File: config.mk
export PLATFORM = sky130hd
export DESIGN_NAME = ldp_predictor
export DESIGN_NICKNAME = d
export VERILOG_FILES = /design/src/rtl/ldp_pkg.sv /design/src/rtl/ldp_hist_table.sv /design/src/rtl/ldp_load_buffer.sv /design/src/rtl/ldp_commit_ctrl.sv /design/src/rtl/ldp_predictor.sv
export SDC_FILE = /design/constraint.sdc
export NUM_CORES = 1
export LEC_CHECK = 0
export BUFFER_PORTS_ARGS = -buffer_cell sky130_fd_sc_hd__buf_2
export CORE_MARGIN = 4
export CORE_UTILIZATION = 30
export DETAILED_ROUTE_END_ITERATION = 10
export HOLD_SLACK_MARGIN = 0.06
export PLACE_DENSITY = 0.42
export SETUP_SLACK_MARGIN = 0.05
export SLEW_MARGIN = 20
export SYNTH_ARGS = -nofsm -noshare
export SYNTH_HDL_FRONTEND = slang
export SYNTH_SLANG_ARGS = --single-unit
File: constraint.sdc
create_clock -name clk -period 10.31 [get_ports clk]
set_clock_uncertainty 0.15 [all_clocks]
set_input_delay 1.5465 -clock clk [delete_from_list [all_inputs] [get_ports clk]]
set_output_delay 1.5465 -clock clk [all_outputs]
set_load 0.02 [all_outputs]
File: src/rtl/ldp_pkg.sv
package ldp_pkg;

  typedef enum logic {
    TR_INC = 1'b0,
    TR_CLR = 1'b1
  } train_op_e;

  typedef struct packed {
    logic tracked;
    logic passed;
    logic released;
    logic executed;
    logic violated;
  } slot_stat_t;

endpackage

File: src/rtl/ldp_hist_table.sv
module ldp_hist_table
  import ldp_pkg::*;
#(
  parameter int IDX_W = 6,
  parameter int CTR_W = 4
) (
  input  logic             clk,
  input  logic             rst_n,
  input  logic [IDX_W-1:0] rd_idx,
  output logic [CTR_W-1:0] rd_ctr,
  input  logic             tr_vld,
  input  train_op_e        tr_op,
  input  logic [IDX_W-1:0] tr_idx
);

  localparam int NUM_ENT = 1 << IDX_W;
  localparam logic [CTR_W-1:0] CTR_MAX = '1;

  logic [CTR_W-1:0] ctr_q [NUM_ENT];
  logic [CTR_W-1:0] ctr_d [NUM_ENT];

  always_comb begin
    ctr_d = ctr_q;
    if (tr_vld) begin
      case (tr_op)
        TR_CLR:  ctr_d[tr_idx] = '0;
        default: begin
          if (ctr_q[tr_idx] != CTR_MAX) ctr_d[tr_idx] = ctr_q[tr_idx] + 1'b1;
        end
      endcase
    end
  end

  always_ff @(posedge clk or negedge rst_n) begin
    if (!rst_n) begin
      for (int i = 0; i < NUM_ENT; i++) ctr_q[i] <= '0;
    end else if (tr_vld) begin
      ctr_q <= ctr_d;
    end
  end

  assign rd_ctr = ctr_q[rd_idx];

  p_clear_to_zero_r5: assert property (@(posedge clk) disable iff (!rst_n)
    (tr_vld && tr_op == TR_CLR) |=> (ctr_q[$past(tr_idx)] == '0));

  p_saturate_hold_r6: assert property (@(posedge clk) disable iff (!rst_n)
    (tr_vld && tr_op == TR_INC && ctr_q[tr_idx] == CTR_MAX) |=> (ctr_q[$past(tr_idx)] == CTR_MAX));

endmodule

File: src/rtl/ldp_load_buffer.sv
module ldp_load_buffer
  import ldp_pkg::*;
#(
  parameter int NUM_LD = 8,
  parameter int ADDR_W = 32,
  parameter int GRAN   = 3,
  parameter int IDX_W  = 6,
  parameter int TAG_W  = $clog2(NUM_LD)
) (
  input  logic              clk,
  input  logic              rst_n,
  input  logic              al_vld,
  input  logic [TAG_W-1:0]  al_tag,
  input  logic [IDX_W-1:0]  al_idx,
  input  logic              al_passed,
  input  logic              al_go,
  input  logic              unblk_vld,
  input  logic [TAG_W-1:0]  unblk_tag,
  input  logic              ex_vld,
  input  logic [TAG_W-1:0]  ex_tag,
  input  logic [ADDR_W-1:GRAN] ex_blk,
  input  logic              st_vld,
  input  logic [ADDR_W-1:GRAN] st_blk,
  input  logic [NUM_LD-1:0] st_younger,
  input  logic              cm_vld,
  input  logic [TAG_W-1:0]  cm_tag,
  output logic              cm_violated,
  output logic              cm_passed,
  output logic [IDX_W-1:0]  cm_idx,
  output logic [NUM_LD-1:0] blocked
);

  slot_stat_t          stat_q [NUM_LD];
  slot_stat_t          stat_d [NUM_LD];
  logic [ADDR_W-1:GRAN] blk_q [NUM_LD];
  logic [ADDR_W-1:GRAN] blk_d [NUM_LD];
  logic [IDX_W-1:0]    idx_q [NUM_LD];
  logic [IDX_W-1:0]    idx_d [NUM_LD];
  logic [NUM_LD-1:0]   hit;

  // Parallel compare of a resolving store against every slot; a load
  // executing in this very cycle is compared on its incoming address.
  for (genvar g = 0; g < NUM_LD; g++) begin : g_cmp
    logic                 exec_now;
    logic [ADDR_W-1:GRAN] cmp_blk;
    assign exec_now = ex_vld && (ex_tag == TAG_W'(g));
    assign cmp_blk  = exec_now ? ex_blk : blk_q[g];
    assign hit[g]   = st_vld && st_younger[g] && stat_q[g].tracked &&
                      (stat_q[g].executed || exec_now) && (cmp_blk == st_blk);
    assign blocked[g] = stat_q[g].tracked && !stat_q[g].released;
  end

  always_comb begin
    stat_d = stat_q;
    blk_d  = blk_q;
    idx_d  = idx_q;
    if (unblk_vld) stat_d[unblk_tag].released = 1'b1;
    if (ex_vld) begin
      stat_d[ex_tag].executed = 1'b1;
      blk_d[ex_tag]           = ex_blk;
    end
    for (int i = 0; i < NUM_LD; i++) begin
      if (hit[i]) stat_d[i].violated = 1'b1;
    end
    if (cm_vld) stat_d[cm_tag] = '0;
    if (al_vld) begin
      stat_d[al_tag] = '{tracked: 1'b1, passed: al_passed, released: al_go,
                         executed: 1'b0, violated: 1'b0};
      idx_d[al_tag]  = al_idx;
    end
  end

  always_ff @(posedge clk or negedge rst_n) begin
    if (!rst_n) begin
      for (int i = 0; i < NUM_LD; i++) stat_q[i] <= '0;
    end else begin
      stat_q <= stat_d;
    end
  end

  always_ff @(posedge clk) begin
    if (ex_vld) blk_q <= blk_d;
    if (al_vld) idx_q <= idx_d;
  end

  assign cm_violated = stat_q[cm_tag].violated || hit[cm_tag];
  assign cm_passed   = stat_q[cm_tag].passed;
  assign cm_idx      = idx_q[cm_tag];

  p_exec_only_released_r3: assert property (@(posedge clk) disable iff (!rst_n)
    ex_vld |-> (stat_q[ex_tag].tracked && stat_q[ex_tag].released));

  p_unblock_clears_r3: assert property (@(posedge clk) disable iff (!rst_n)
    (unblk_vld && !(al_vld && al_tag == unblk_tag)) |=> !blocked[$past(unblk_tag)]);

  p_store_marks_r4: assert property (@(posedge clk) disable iff (!rst_n)
    (st_vld && !cm_vld && !al_vld && st_younger[0] && stat_q[0].executed &&
     blk_q[0] == st_blk && !(ex_vld && ex_tag == '0)) |=> stat_q[0].violated);

endmodule

File: src/rtl/ldp_commit_ctrl.sv
module ldp_commit_ctrl
  import ldp_pkg::*;
#(
  parameter int IDX_W = 6,
  parameter int TAG_W = 3
) (
  input  logic             clk,
  input  logic             rst_n,
  input  logic             cm_vld,
  input  logic [TAG_W-1:0] cm_tag,
  input  logic             cm_violated,
  input  logic             cm_passed,
  input  logic [IDX_W-1:0] cm_idx,
  output logic             tr_vld,
  output train_op_e        tr_op,
  output logic [IDX_W-1:0] tr_idx,
  output logic             flush_vld,
  output logic [TAG_W-1:0] flush_tag
);

  logic             flush_d;
  logic [TAG_W-1:0] flush_tag_d;

  always_comb begin
    tr_vld      = cm_vld && (cm_violated || cm_passed);
    tr_op       = cm_violated ? TR_CLR : TR_INC;
    tr_idx      = cm_idx;
    flush_d     = cm_vld && cm_violated;
    flush_tag_d = flush_d ? cm_tag : flush_tag;
  end

  always_ff @(posedge clk or negedge rst_n) begin
    if (!rst_n) begin
      flush_vld <= 1'b0;
      flush_tag <= '0;
    end else begin
      flush_vld <= flush_d;
      if (flush_d) flush_tag <= flush_tag_d;
    end
  end

  p_replay_on_violation_r5: assert property (@(posedge clk) disable iff (!rst_n)
    (cm_vld && cm_violated) |=> (flush_vld && flush_tag == $past(cm_tag)));

  p_no_replay_clean_r7: assert property (@(posedge clk) disable iff (!rst_n)
    (cm_vld && !cm_violated && !cm_passed) |-> !tr_vld);

  p_no_spurious_replay_r5: assert property (@(posedge clk) disable iff (!rst_n)
    !(cm_vld && cm_violated) |=> !flush_vld);

endmodule

File: src/rtl/ldp_predictor.sv
module ldp_predictor
  import ldp_pkg::*;
#(
  parameter int NUM_LD = 8,
  parameter int IP_W   = 32,
  parameter int ADDR_W = 32,
  parameter int IDX_W  = 6,
  parameter int CTR_W  = 4,
  parameter int GRAN   = 3,
  parameter int TAG_W  = $clog2(NUM_LD)
) (
  input  logic              clk,
  input  logic              rst_n,
  input  logic              lk_vld,
  input  logic [TAG_W-1:0]  lk_tag,
  input  logic [IP_W-1:0]   lk_ip,
  input  logic              lk_older_unk,
  output logic              lk_go,
  input  logic              unblk_vld,
  input  logic [TAG_W-1:0]  unblk_tag,
  input  logic              ex_vld,
  input  logic [TAG_W-1:0]  ex_tag,
  input  logic [ADDR_W-1:0] ex_addr,
  input  logic              st_vld,
  input  logic [ADDR_W-1:0] st_addr,
  input  logic [NUM_LD-1:0] st_younger,
  input  logic              cm_vld,
  input  logic [TAG_W-1:0]  cm_tag,
  output logic              flush_vld,
  output logic [TAG_W-1:0]  flush_tag,
  output logic [NUM_LD-1:0] ld_blocked
);

  localparam int LO_LSB = 2;
  localparam int HI_LSB = LO_LSB + IDX_W;
  localparam int HI_MSB = HI_LSB + IDX_W - 1;
  localparam logic [CTR_W-1:0] CTR_MAX = '1;

  // Reset: asserted asynchronously, released on a clock edge.
  logic rst_meta_n, rst_sync_n;
  always_ff @(posedge clk or negedge rst_n) begin
    if (!rst_n) begin
      rst_meta_n <= 1'b0;
      rst_sync_n <= 1'b0;
    end else begin
      rst_meta_n <= 1'b1;
      rst_sync_n <= rst_meta_n;
    end
  end

  logic [IDX_W-1:0] lk_idx;
  logic [CTR_W-1:0] lk_ctr;
  assign lk_idx = lk_ip[HI_LSB-1:LO_LSB] ^ lk_ip[HI_MSB:HI_LSB];
  assign lk_go  = !lk_older_unk || (lk_ctr == CTR_MAX);

  logic unused_bits;
  assign unused_bits = ^{lk_ip[IP_W-1:HI_MSB+1], lk_ip[LO_LSB-1:0],
                         ex_addr[GRAN-1:0], st_addr[GRAN-1:0]};

  logic             cm_violated, cm_passed, tr_vld;
  logic [IDX_W-1:0] cm_idx, tr_idx;
  train_op_e        tr_op;

  ldp_hist_table #(.IDX_W(IDX_W), .CTR_W(CTR_W)) u_table (
    .clk    (clk),
    .rst_n  (rst_sync_n),
    .rd_idx (lk_idx),
    .rd_ctr (lk_ctr),
    .tr_vld (tr_vld),
    .tr_op  (tr_op),
    .tr_idx (tr_idx)
  );

  ldp_load_buffer #(.NUM_LD(NUM_LD), .ADDR_W(ADDR_W), .GRAN(GRAN),
                    .IDX_W(IDX_W), .TAG_W(TAG_W)) u_lbuf (
    .clk         (clk),
    .rst_n       (rst_sync_n),
    .al_vld      (lk_vld),
    .al_tag      (lk_tag),
    .al_idx      (lk_idx),
    .al_passed   (lk_older_unk),
    .al_go       (lk_go),
    .unblk_vld   (unblk_vld),
    .unblk_tag   (unblk_tag),
    .ex_vld      (ex_vld),
    .ex_tag      (ex_tag),
    .ex_blk      (ex_addr[ADDR_W-1:GRAN]),
    .st_vld      (st_vld),
    .st_blk      (st_addr[ADDR_W-1:GRAN]),
    .st_younger  (st_younger),
    .cm_vld      (cm_vld),
    .cm_tag      (cm_tag),
    .cm_violated (cm_violated),
    .cm_passed   (cm_passed),
    .cm_idx      (cm_idx),
    .blocked     (ld_blocked)
  );

  ldp_commit_ctrl #(.IDX_W(IDX_W), .TAG_W(TAG_W)) u_commit (
    .clk         (clk),
    .rst_n       (rst_sync_n),
    .cm_vld      (cm_vld),
    .cm_tag      (cm_tag),
    .cm_violated (cm_violated),
    .cm_passed   (cm_passed),
    .cm_idx      (cm_idx),
    .tr_vld      (tr_vld),
    .tr_op       (tr_op),
    .tr_idx      (tr_idx),
    .flush_vld   (flush_vld),
    .flush_tag   (flush_tag)
  );

  p_go_when_free_r2: assert property (@(posedge clk) disable iff (!rst_sync_n)
    !lk_older_unk |-> lk_go);

  p_blocked_after_wait_r3: assert property (@(posedge clk) disable iff (!rst_sync_n)
    (lk_vld && !lk_go) |=> ld_blocked[$past(lk_tag)]);

  p_released_after_go_r3: assert property (@(posedge clk) disable iff (!rst_sync_n)
    (lk_vld && lk_go) |=> !ld_blocked[$past(lk_tag)]);

  p_flush_single_r5: assert property (@(posedge clk) disable iff (!rst_sync_n)
    (flush_vld && !$past(flush_vld)) |-> $past(cm_vld));

endmodule

**After elaboration in Yosys (flattened, before gate mapping)**

Index checks and enable logic that the tools add are counted.

- $add $sub $neg: 1
- Multipliers: 0
- Divide/modulo/power cells: 0
- Order comparisons: 12
- Eq/ne operators: 17
- Shift operators: 0
- Muxes and demuxes: 57
- Bitwise logic cells: 11
- Reductions and logical operators: 78

Operators with widths:

| cell | number |
|---|---|
| $mux W256 | 2 |
| $mux W29 | 9 |
| $and A256 B256 Y256 | 1 |
| $bwmux W256 | 1 |
| $not A256 Y256 | 1 |
| $bwmux W232 | 1 |
| $eq A29 B29 Y1 | 8 |
| $mux W40 | 4 |
| $bwmux W40 | 3 |
| $demux W29 S3 | 1 |
| $demux W5 S3 | 4 |
| $logic_and A1 B1 Y1 | 55 |
| $bmux W4 S6 | 2 |
| $bwmux W48 | 1 |
| $and A40 B40 Y40 | 1 |
| $not A40 Y40 | 1 |
| $mux W4 | 7 |
| $demux W4 S6 | 1 |
| $bmux W6 S3 | 1 |
| $demux W6 S3 | 1 |
| $mux W6 | 3 |
| $ge A4 B4 Y1 const B | 4 |
| $lt A4 B1 Y1 const B | 4 |
| $not A3 Y4 | 4 |
| 22 further kinds | 56 |

- Register bits after elaboration: 582
- Bits in latches: 0
- RAM bits: 0
- ROM bits: 0
- Bits of input ports: 124
- Output and inout bits: 13
- Logic and storage cells: 300
- Memories kept: 0

**Logic depth before layout (Yosys ltp)**

Gate-level depths: netlist of run 1.

- Depth in word-level cells: 14
- Gate-level depth with buffers: 24
- Depth with buffers taken out: 15

**Cells and area by module**

Synthesis of run 1 repeated with hierarchy kept, for this count alone.

- Cell total of the unflattened synthesis: 2464
- Area, all modules: 32726.4 um^2

Modules (own cells, without submodules):

| module | instances | cells each | area each (um^2) | sequential area each (um^2) |
|---|---|---|---|---|
| ldp_load_buffer | 1 | 1339 | 16375.7 | 9409.0 |
| ldp_hist_table | 1 | 1097 | 16019.1 | 6406.1 |
| ldp_commit_ctrl | 1 | 17 | 215.2 | 100.1 |
| ldp_predictor | 1 | 11 | 116.4 | 50.0 |

**Worst setup path after synthesis of run 1**

OpenSTA, ideal clock, no wires.

- Path kind: input -> register
- Start point: in ex_vld
- End point: reg u_table.ctr_q[236] (netlist bit)
- Library setup time: 0.125 ns
- Data arrival time: 5.883 ns
- Required time: 10.035 ns
- Setup slack: 4.152 ns
- Stages: 15
- Path buffers: 2
- Cell sequence: clkbuf_1 nand4b_1 inv_1 clkbuf_1 nand2_1 o211ai_1 o2111ai_1 or4_1 a2111oi_0 o21ai_0 o311ai_0 nand3_1 o22ai_1 and2_1 mux2_2

- Word-level cells in the longest chain between the ends: 10
- Elaborated cells on any way between the ends: 57
- Classes of those cells: 8 x eq/ne; 12 x mux; 37 x reduce/logical

Ends and longest elaborated chain:

| element | line | text |
|---|---|---|
| start, declared | ldp_predictor.sv:21 | `input logic ex_vld,` |
| $logic_and A1 B1 Y1 | ldp_load_buffer.sv:46 | `assign exec_now = ex_vld && (ex_tag == TAG_W'(g));` |
| $mux W29 or $logic_or A1 B1 Y1 (tied branches) | ldp_load_buffer.sv:47, ldp_load_buffer.sv:49 |  |
| $eq A29 B29 Y1 or $logic_and A1 B1 Y1 (tied branches) | ldp_load_buffer.sv:49, ldp_load_buffer.sv:48 |  |
| $logic_and A1 B1 Y1 | ldp_load_buffer.sv:49 | `(stat_q[g].executed \|\| exec_now) && (cmp_blk == st_blk);` |
| $bmux W1 S3 * | ldp_load_buffer.sv:86 | `assign cm_violated = stat_q[cm_tag].violated \|\| hit[cm_tag];` |
| $mux W1 (implied by the code) * | ldp_load_buffer.sv:86 |  |
| $logic_or A1 B1 Y1 * | ldp_load_buffer.sv:86 |  |
| $mux W1 or $logic_or A1 B1 Y1 (tied branches) | ldp_commit_ctrl.sv:26, ldp_commit_ctrl.sv:25 |  |
| $reduce_bool A2 Y1 (no source line) or $logic_and A1 B1 Y1 (tied branches) | -- |  |
| $reduce_and A2 Y1 (no source line) | -- |  |
| end signal, assigned | ldp_hist_table.sv:38 | `ctr_q <= ctr_d;` |
| end, declared | ldp_hist_table.sv:19 | `logic [CTR_W-1:0] ctr_q [NUM_ENT];` |

Every way passes the cells marked *; elsewhere a longest branch is shown, timed or not. The select of a mux whose other input is x is not followed.
A chain may end at the register's enable or synchronous reset.

**Worst setup path in the final report of run 1**

- Start point: in cm_tag[0]
- End point: reg u_table.ctr_q[74] (netlist bit)

- Word-level cells in the longest chain between the ends: 12
- Elaborated cells on any way between the ends: 31
- Classes of those cells: 1 x add/sub; 2 x order compare; 1 x eq/ne; 17 x mux; 4 x bitwise; 6 x reduce/logical

Ends and longest elaborated chain:

| element | line | text |
|---|---|---|
| start, declared | ldp_predictor.sv:28 | `input logic [TAG_W-1:0] cm_tag,` |
| $not A3 Y4 (implied by the code) | ldp_load_buffer.sv:86, ldp_load_buffer.sv:87, ldp_load_buffer.sv:88 |  |
| $bmux W6 S3 | ldp_load_buffer.sv:88 | `assign cm_idx = idx_q[cm_tag];` |
| $mux W6 (implied by the code) (2 in a row) | ldp_load_buffer.sv:88 |  |
| $not A6 Y7 (implied by the code) | ldp_hist_table.sv:26, ldp_hist_table.sv:28 |  |
| $bmux W4 S6, or another cell as far along | ldp_hist_table.sv:28 | `if (ctr_q[tr_idx] != CTR_MAX) ctr_d[tr_idx] = ctr_q[tr_idx] + 1'b1;` |
| $mux W4 (implied by the code) or $logic_and A1 B1 Y1 (tied branches) | ldp_hist_table.sv:28, ldp_hist_table.sv:26 |  |
| $mux W4 (on tied branches) | ldp_hist_table.sv:28, ldp_hist_table.sv:26 |  |
| $add A4 B1 Y4 or $demux W4 S6 (tied branches) | ldp_hist_table.sv:28, ldp_hist_table.sv:26 |  |
| $bwmux W256 or $not A256 Y256 (tied branches) | -- |  |
| $mux W256 or $and A256 B256 Y256 (tied branches) | -- |  |
| $mux W256 | ldp_hist_table.sv:25 | `case (tr_op)` |

Parallel ways exist; a longest one is shown, timed or not. The select of a mux whose other input is x is not followed.

==> flow_summary.json, run 1 <==
{
  "cp_cell_sequence": "buf_2, mux4_2, mux2i_1, nand3_1, nor4_1, or4_1, or4_4, nand4bb_1, a32o_1, nand3_1, nor2_1, mux2_2",
  "clk_pin_slew_ps": 60,
  "synth-compound-area-share_pct": 12.1,
  "synth_fa_ha_area_share_pct": 0.0414,
  "antenna_found_initial": 5,
  "yosysUniqueCellTypes": 86,
  "hold_viol": 0,
  "min_path_type": "reg2reg",
  "die_h_microns": 325,
  "worst_slew_margin_rel_pct": 23.0,
  "numCtsBuffers": 73,
  "drc": 0,
  "synth-edff-count": 280,
  "ctsResizeCount": 0,
  "core_sq_um": 100000,
  "avgRoutedWirePerCell_microns": 33.5,
  "fin_setup_tns_ps": 0,
  "finalPower_mw": 6.73,
  "ant_nets": 0,
  "first_global_vias": 24600,
  "grt_usage_pct": 24.9,
  "stdcell_count": 4020,
  "powerDensity_nw_per_um2": 194,
  "synthCells": 2574,
  "synthToLayoutAreaGrowth_pct": 14.7,
  "cts_tree": "done",
  "crit_top_cell": "nand3_1",
  "setup_violations": 0,
  "grt_max_degree": 162,
  "tightest_slew_ps": 1120,
  "fin_nets": 2792,
  "clockBufferDepth": 3,
  "critPathTopFamily": "simple AND/OR/NAND/NOR gates",
  "postCtsSetupBuffers": 0,
  "grt_pass1_wl_microns": 191000,
  "synth-simple-area-share_pct": 12.5,
  "place.gp.congestion": 0.951,
  "yosysWarnings": 0,
  "status": "complete, no violations",
  "drive_gt1_share_pct": 20.2,
  "critPathMaxStageDelay_ps": 980,
  "end_kind": "register",
  "crit_arrival_ps": 8050,
  "syn_area_sq_um": 30200,
  "htree_levels": 3,
  "dp_hpwl_microns": 90300,
  "ys_seq_elements": 582,
  "min_period_ps": 7680,
  "overflow": 0,
  "max-vdd-ir-drop_mv": 0.0998,
  "critical_path_buf_inv_count": 1,
  "worst_setup_path_start_kind": "input pin",
  "synth_top_flop_cell": "dfrtp_1",
  "wl_microns": 135000,
  "synthMuxAreaShare_pct": 15.1,
  "dieArea_sq_um": 106000,
  "maxCapViolCount": 0,
  "postSynthAreaPerCell_sq_um": 11.7,
  "synth_top_family_by_area": "multiplexers",
  "drt_pass1_iterations": 7,
  "post-route-period-util_pct": 74.5,
  "dr_total_vias": 23900,
  "async_reset_ff_share_pct": 51.9,
  "syn_nets": 2699,
  "slowest_stage": "nor4_1",
  "holdBufCountCts": 0,
  "cp.required_ps": 10680,
  "cts_root_buf": "clkbuf_16",
  "clock-sinks": 582,
  "die_x_microns": 325,
  "clock.fmax_mhz": 130,
  "path_class": "in2reg",
  "synthXorXnorAreaFrac_pct": 3.94,
  "grt_setup_unrepaired": "no",
  "maxSlewViolCount": 0,
  "start_util_pct": 30.2,
  "clk_latency_ps": 640,
  "portBuffers": 110,
  "placedCellCount": 3890,
  "via_per_inst": 5.95,
  "leakage_nw": 13.6,
  "drt-initial-drc-count": 2873,
  "ys_seq_area_share_pct": 52.8,
  "io_pins": 137,
  "row_count": 116,
  "cp_max_fo": 36
}
metal layers:
metal	wire length (microns)	up-vias	share of wire (%)	track usage [%]
met2	63500	1185	47	40.7
met3	8560	289	6.3	3.52
met1	55300	12400	41	32.5
met4	7390	2	5.5	11.9
met5	13	-	0.0096	0
li1	-	10000	-	-
cells in the mapped netlist, drive strengths merged, types with 61 or more instances:
| cell | number | area, sq um |
|---|---|---|
| nand2 | 223 | 857 |
| edfxtp | 280 | 8410 |
| inv | 75 | 284 |
| mux2 | 214 | 2410 |
| mux2i | 129 | 1290 |
| buf | 63 | 374 |
| nand3 | 61 | 325 |
| xnor2 | 69 | 604 |
| xor2 | 67 | 587 |
| a21oi | 70 | 350 |
| dfrtp | 302 | 7560 |
| nor2 | 109 | 409 |
| nand4 | 101 | 676 |
| clkbuf | 92 | 345 |
| o22ai | 62 | 388 |
layout by cell type (no fill, tap or decap), types with 61 or more instances in the layout:
master       n
dfrtp_1    301
edfxtp_1   280
nand2_1    215
mux2_2     185
mux2i_1    128
buf_2      110
nor2_1     106
nand4_1     94
clkbuf_16   77
a21oi_1     70
inv_1       70
xnor2_1     68
xor2_1      65
o22ai_1     62
buf_4       61
per-stage QoR:
stage | hold slack, ps | setup WS (ps) | cell area, sq um | util [%]
floorplan | 181 | 1120 | 30200 | -
global placement | 191 | 1990 | 32300 | 32.3
detailed placement | 186 | 1900 | 32300 | 32.3
CTS | 219 | 2600 | 34700 | 34.7
global route | 222 | 2410 | 34700 | 34.7
finish | 210 | 2630 | 34700 | 34.7
layout make-up:
| class | count | area [sq um] |
|---|---|---|
| diodes | 2 | 5.00 |
| clock inverters | 21 | 277 |
| flip-flops and latches | 582 | 16000 |
| fillers | 9951 | 65300 |
| multi-input cells | 1754 | 13300 |
| inverters | 83 | 314 |
| well taps | 1298 | 1620 |
| repair buffers | 173 | 1040 |
| clock buffers | 107 | 2110 |
cell families (layout without fill, tap and decap cells):
group,Yosys count,count (layout)
xor gates and xnor gates,136,136
muxes,382,382
buffers and inverters,238,384
and+or+nand+nor,729,729
other,1,3
DFF,582,582
adders and majority gates,1,1
AOI/OAI and AO/OA,505,505
where the power goes:
| part | internal (mW) | switching [mW] | leakage, nW |
|---|---|---|---|
| Clock | 1.57 | 1.05 | 1.15 |
| Combinational | 0.408 | 0.782 | 5.95 |
| Sequential | 2.70 | 0.224 | 6.54 |
worst reg2reg max path, delay by kind of cell, from the launching register on:
kind,cells,cell delay (ps)
AO/OA/AOI/OAI,3,540
adder cells (fa/ha/maj),1,220
buffers and inverters,2,360
flip-flops,1,400
multiplexers,3,1630
AND/OR/NAND/NOR,7,2850
registers in the layout (all words and copies together) (netlist names):
name,count
u_table.ctr_q,256
u_lbuf.blk_q,232
u_lbuf.idx_q,48
u_commit.flush_tag,3
rst_sync_n,1
u_lbuf.stat_q,40
u_commit.flush_vld,1
rst_meta_n,1
worst paths after layout:
check	slack (ps)	cells past startpoint	startpoint	end
max	2630	12	cm_tag[0]	u_table.ctr_q[74]$_DFFE_PN0P_
min in group asynchronous	330	0	rst_sync_n$_DFF_PN0_	u_table.ctr_q[72]$_DFFE_PN0P_
min reg2reg	210	0	rst_meta_n$_DFF_PN0_	rst_sync_n$_DFF_PN0_
max reg2reg	4070	16	u_lbuf.idx_q[2]$_DFFE_PP_	u_table.ctr_q[74]$_DFFE_PN0P_
min	210	0	rst_meta_n$_DFF_PN0_	rst_sync_n$_DFF_PN0_
max in group asynchronous	7600	2	rst_sync_n$_DFF_PN0_	u_lbuf.stat_q[34]$_DFF_PN0_
Note: power is estimated with default switching activity, not from simulation.
==> run 2: changes to the inputs <==
PLACE_DENSITY = 0.43   (was 0.42)
clock period = 6.81 ns   (was 10.31 ns; I/O delays follow)
==> run 2 against run 1 <==
  * Utilization increased by 0.98 points
  * Hold slack lost 36 ps
  * Flip-flop and latch count unchanged
  * Power increased by 52%
  * Cell area grew 2.8%
  * Clock-buffer cell count is 3 lower
  * Critical path depth up 7
  * Combinational power increased by 60%
  * Largest power group unchanged
==> flow_summary.json, run 2 (synthesis results as in run 1) <==
{
  "status": "complete, no violations",
  "cp.required_ps": 7160,
  "core_sq_um": 100000,
  "start_util_pct": 30.2,
  "clock.fmax_mhz": 167,
  "drc": 0,
  "ctsResizeCount": 0,
  "post-route-period-util_pct": 87.9,
  "layout_common_cells": "dfrtp_1 (301), edfxtp_1 (280), nand2_1 (215)",
  "grt_usage_pct": 24.9,
  "overflow": 0,
  "final_common_cell": "dfrtp_1",
  "tightest_slew_ps": 1120,
  "cts_root_buf": "clkbuf_16",
  "via_per_inst": 5.88,
  "grt_pass1_wl_microns": 191000,
  "multi_input_area_sq_um": 13300,
  "met1_usage_pct": 31.8,
  "grt_max_degree": 147,
  "largest_reg_flops": 256,
  "use_met3_pct": 4.49,
  "io_pins": 137,
  "clock-sinks": 582,
  "end_kind": "register",
  "antenna_found_initial": 5,
  "die_x_microns": 325,
  "synthToLayoutAreaGrowth_pct": 17.9,
  "dieArea_sq_um": 106000,
  "switching_share_pct": 30.4,
  "cp_max_fo": 44,
  "ant_nets": 0,
  "top_register": "u_table.ctr_q",
  "clk_pin_slew_ps": 60,
  "nFillCells": 9834,
  "p_seq_share_pct": 43.2,
  "first_global_vias": 24600,
  "min_path_type": "reg2async",
  "cp_cell_sequence": "buf_2, buf_12, mux2_2, mux4_2, buf_12, nand2_1, o21ai_0, a211oi_1, buf_4, o22ai_1, or4_4, ha_1, inv_1, nand4bb_1, a32o_1, nand3_1, buf_4, nor2_1, mux2_2",
  "place.gp.congestion": 0.985,
  "leakage_nw": 14.2,
  "clk_latency_ps": 650,
  "crit_arrival_ps": 6340,
  "holdBufCountCts": 1,
  "dp_hpwl_microns": 96500,
  "hold_viol": 0,
  "fin_nets": 2897,
  "drive_gt1_share_pct": 23.3,
  "htree_levels": 3,
  "postCtsSetupBuffers": 0,
  "numCtsBuffers": 72,
  "maxSlewViolCount": 0,
  "dr_total_vias": 24300,
  "slowest_stage": "or4_4",
  "min_period_ps": 5980,
  "clockBufferDepth": 3,
  "row_count": 116,
  "p_switching_mw": 3.12,
  "powerDensity_nw_per_um2": 287,
  "critPathMaxStageDelay_ps": 510,
  "wl_microns": 135000,
  "die_h_microns": 325,
  "grt_setup_unrepaired": "no",
  "drt-initial-drc-count": 2620,
  "setup_violations": 0,
  "worst_setup_path_start_kind": "input pin",
  "combinationalPowerShare_pct": 18.6,
  "maxCapViolCount": 0,
  "seq_area_sq_um": 16000,
  "avgRoutedWirePerCell_microns": 32.8,
  "worst_slew_margin_rel_pct": 25.3,
  "cts_tree": "done",
  "grt_busiest_layer": "met2",
  "path_class": "in2reg",
  "top_regs": "u_table.ctr_q (256), u_lbuf.blk_q (232), u_lbuf.idx_q (48)",
  "portBuffers": 110,
  "fin_setup_tns_ps": 0,
  "max-vdd-ir-drop_mv": 0.176,
  "power.share.clock_pct": 38.2,
  "use_met2_pct": 41.3,
  "whs_ps": 174,
  "drt_pass1_iterations": 6,
  "p_int_mw": 7.13
}
## run 2: cell types whose count changed in the layout (fill, tap and decap cells not counted), moves of 2 or more
| cell | change |
|---|---|
| buf_12 | +13 |
| buf_16 | +2 |
| buf_4 | +91 |
| clkbuf_1 | -4 |
| clkbuf_8 | +2 |
| clkinv_1 | +3 |
| clkinv_2 | +7 |
## run 2: critical path, delay by kind of cell
| kind | cells | cell delay [ps] |
|---|---|---|
| adders and majority gates | 1 | 230 |
| buffers and inverters | 6 | 1320 |
| muxes | 3 | 1240 |
| AOI/OAI and AO/OA | 4 | 900 |
| and+or+nand+nor | 5 | 1550 |
## run 2: worst paths after layout
path / startpoint / endpoint / slack, ps / depth (start not counted)
max in group asynchronous: rst_sync_n$_DFF_PN0_ / u_lbuf.stat_q[14]$_DFF_PN0_ / 5040 / 1
hold reg to reg: rst_sync_n$_DFF_PN0_ / u_table.ctr_q[69]$_DFFE_PN0P_ / 170 / 0
min in group clk: rst_meta_n$_DFF_PN0_ / rst_sync_n$_DFF_PN0_ / 200 / 0
setup / recovery: cm_tag[0] / u_table.ctr_q[233]$_DFFE_PN0P_ / 830 / 19
hold / removal: rst_sync_n$_DFF_PN0_ / u_table.ctr_q[69]$_DFFE_PN0P_ / 170 / 0
setup reg to reg: u_lbuf.idx_q[32]$_DFFE_PP_ / u_table.ctr_q[233]$_DFFE_PN0P_ / 1350 / 16
## run 2: routing by layer
layer | up-vias | wire length, microns
met3 | 293 | 9340
li1 | 10200 | -
met1 | 12600 | 54500
met5 | - | 26
met2 | 1131 | 64400
met4 | 4 | 7170
## run 2: area by class of cell
type / instances / area share (%)
Clock buffer: 104 / 5.88
Antenna cell: 1 / 0.00702
Inverter: 83 / 0.881
Clock inverter: 29 / 0.814
Sequential cell: 582 / 44.8
Tap cell: 1298 / 4.55
Multi-Input combinational cell: 1754 / 37.4
Timing Repair Buffer: 279 / 5.71
## run 2: power by group through the flow
stage               combinational [mW]  sequential [mW]  clock, mW
floorplan                         1.06             4.36          0
global placement                  1.86             4.47          0
detailed placement                1.89             4.48          0
CTS                               1.89             4.42       4.01
global route                      2.00             4.46       4.14
finish                            1.90             4.42       3.92
## run 2: stage by stage
| step | std cells | worst slack, ps | power, mW | util, % | area, sq um |
|---|---|---|---|---|---|
| floorplan | 2574 | 1180 | 5.43 | - | 30200 |
| global placement | 3993 | 246 | 6.33 | 33.2 | 33200 |
| detailed placement | 3995 | 214 | 6.37 | 33.3 | 33300 |
| CTS | 4129 | 888 | 10.3 | 35.7 | 35700 |
| global route | 4129 | 693 | 10.6 | 35.7 | 35700 |
| finish | 4130 | 825 | 10.2 | 35.7 | 35700 |
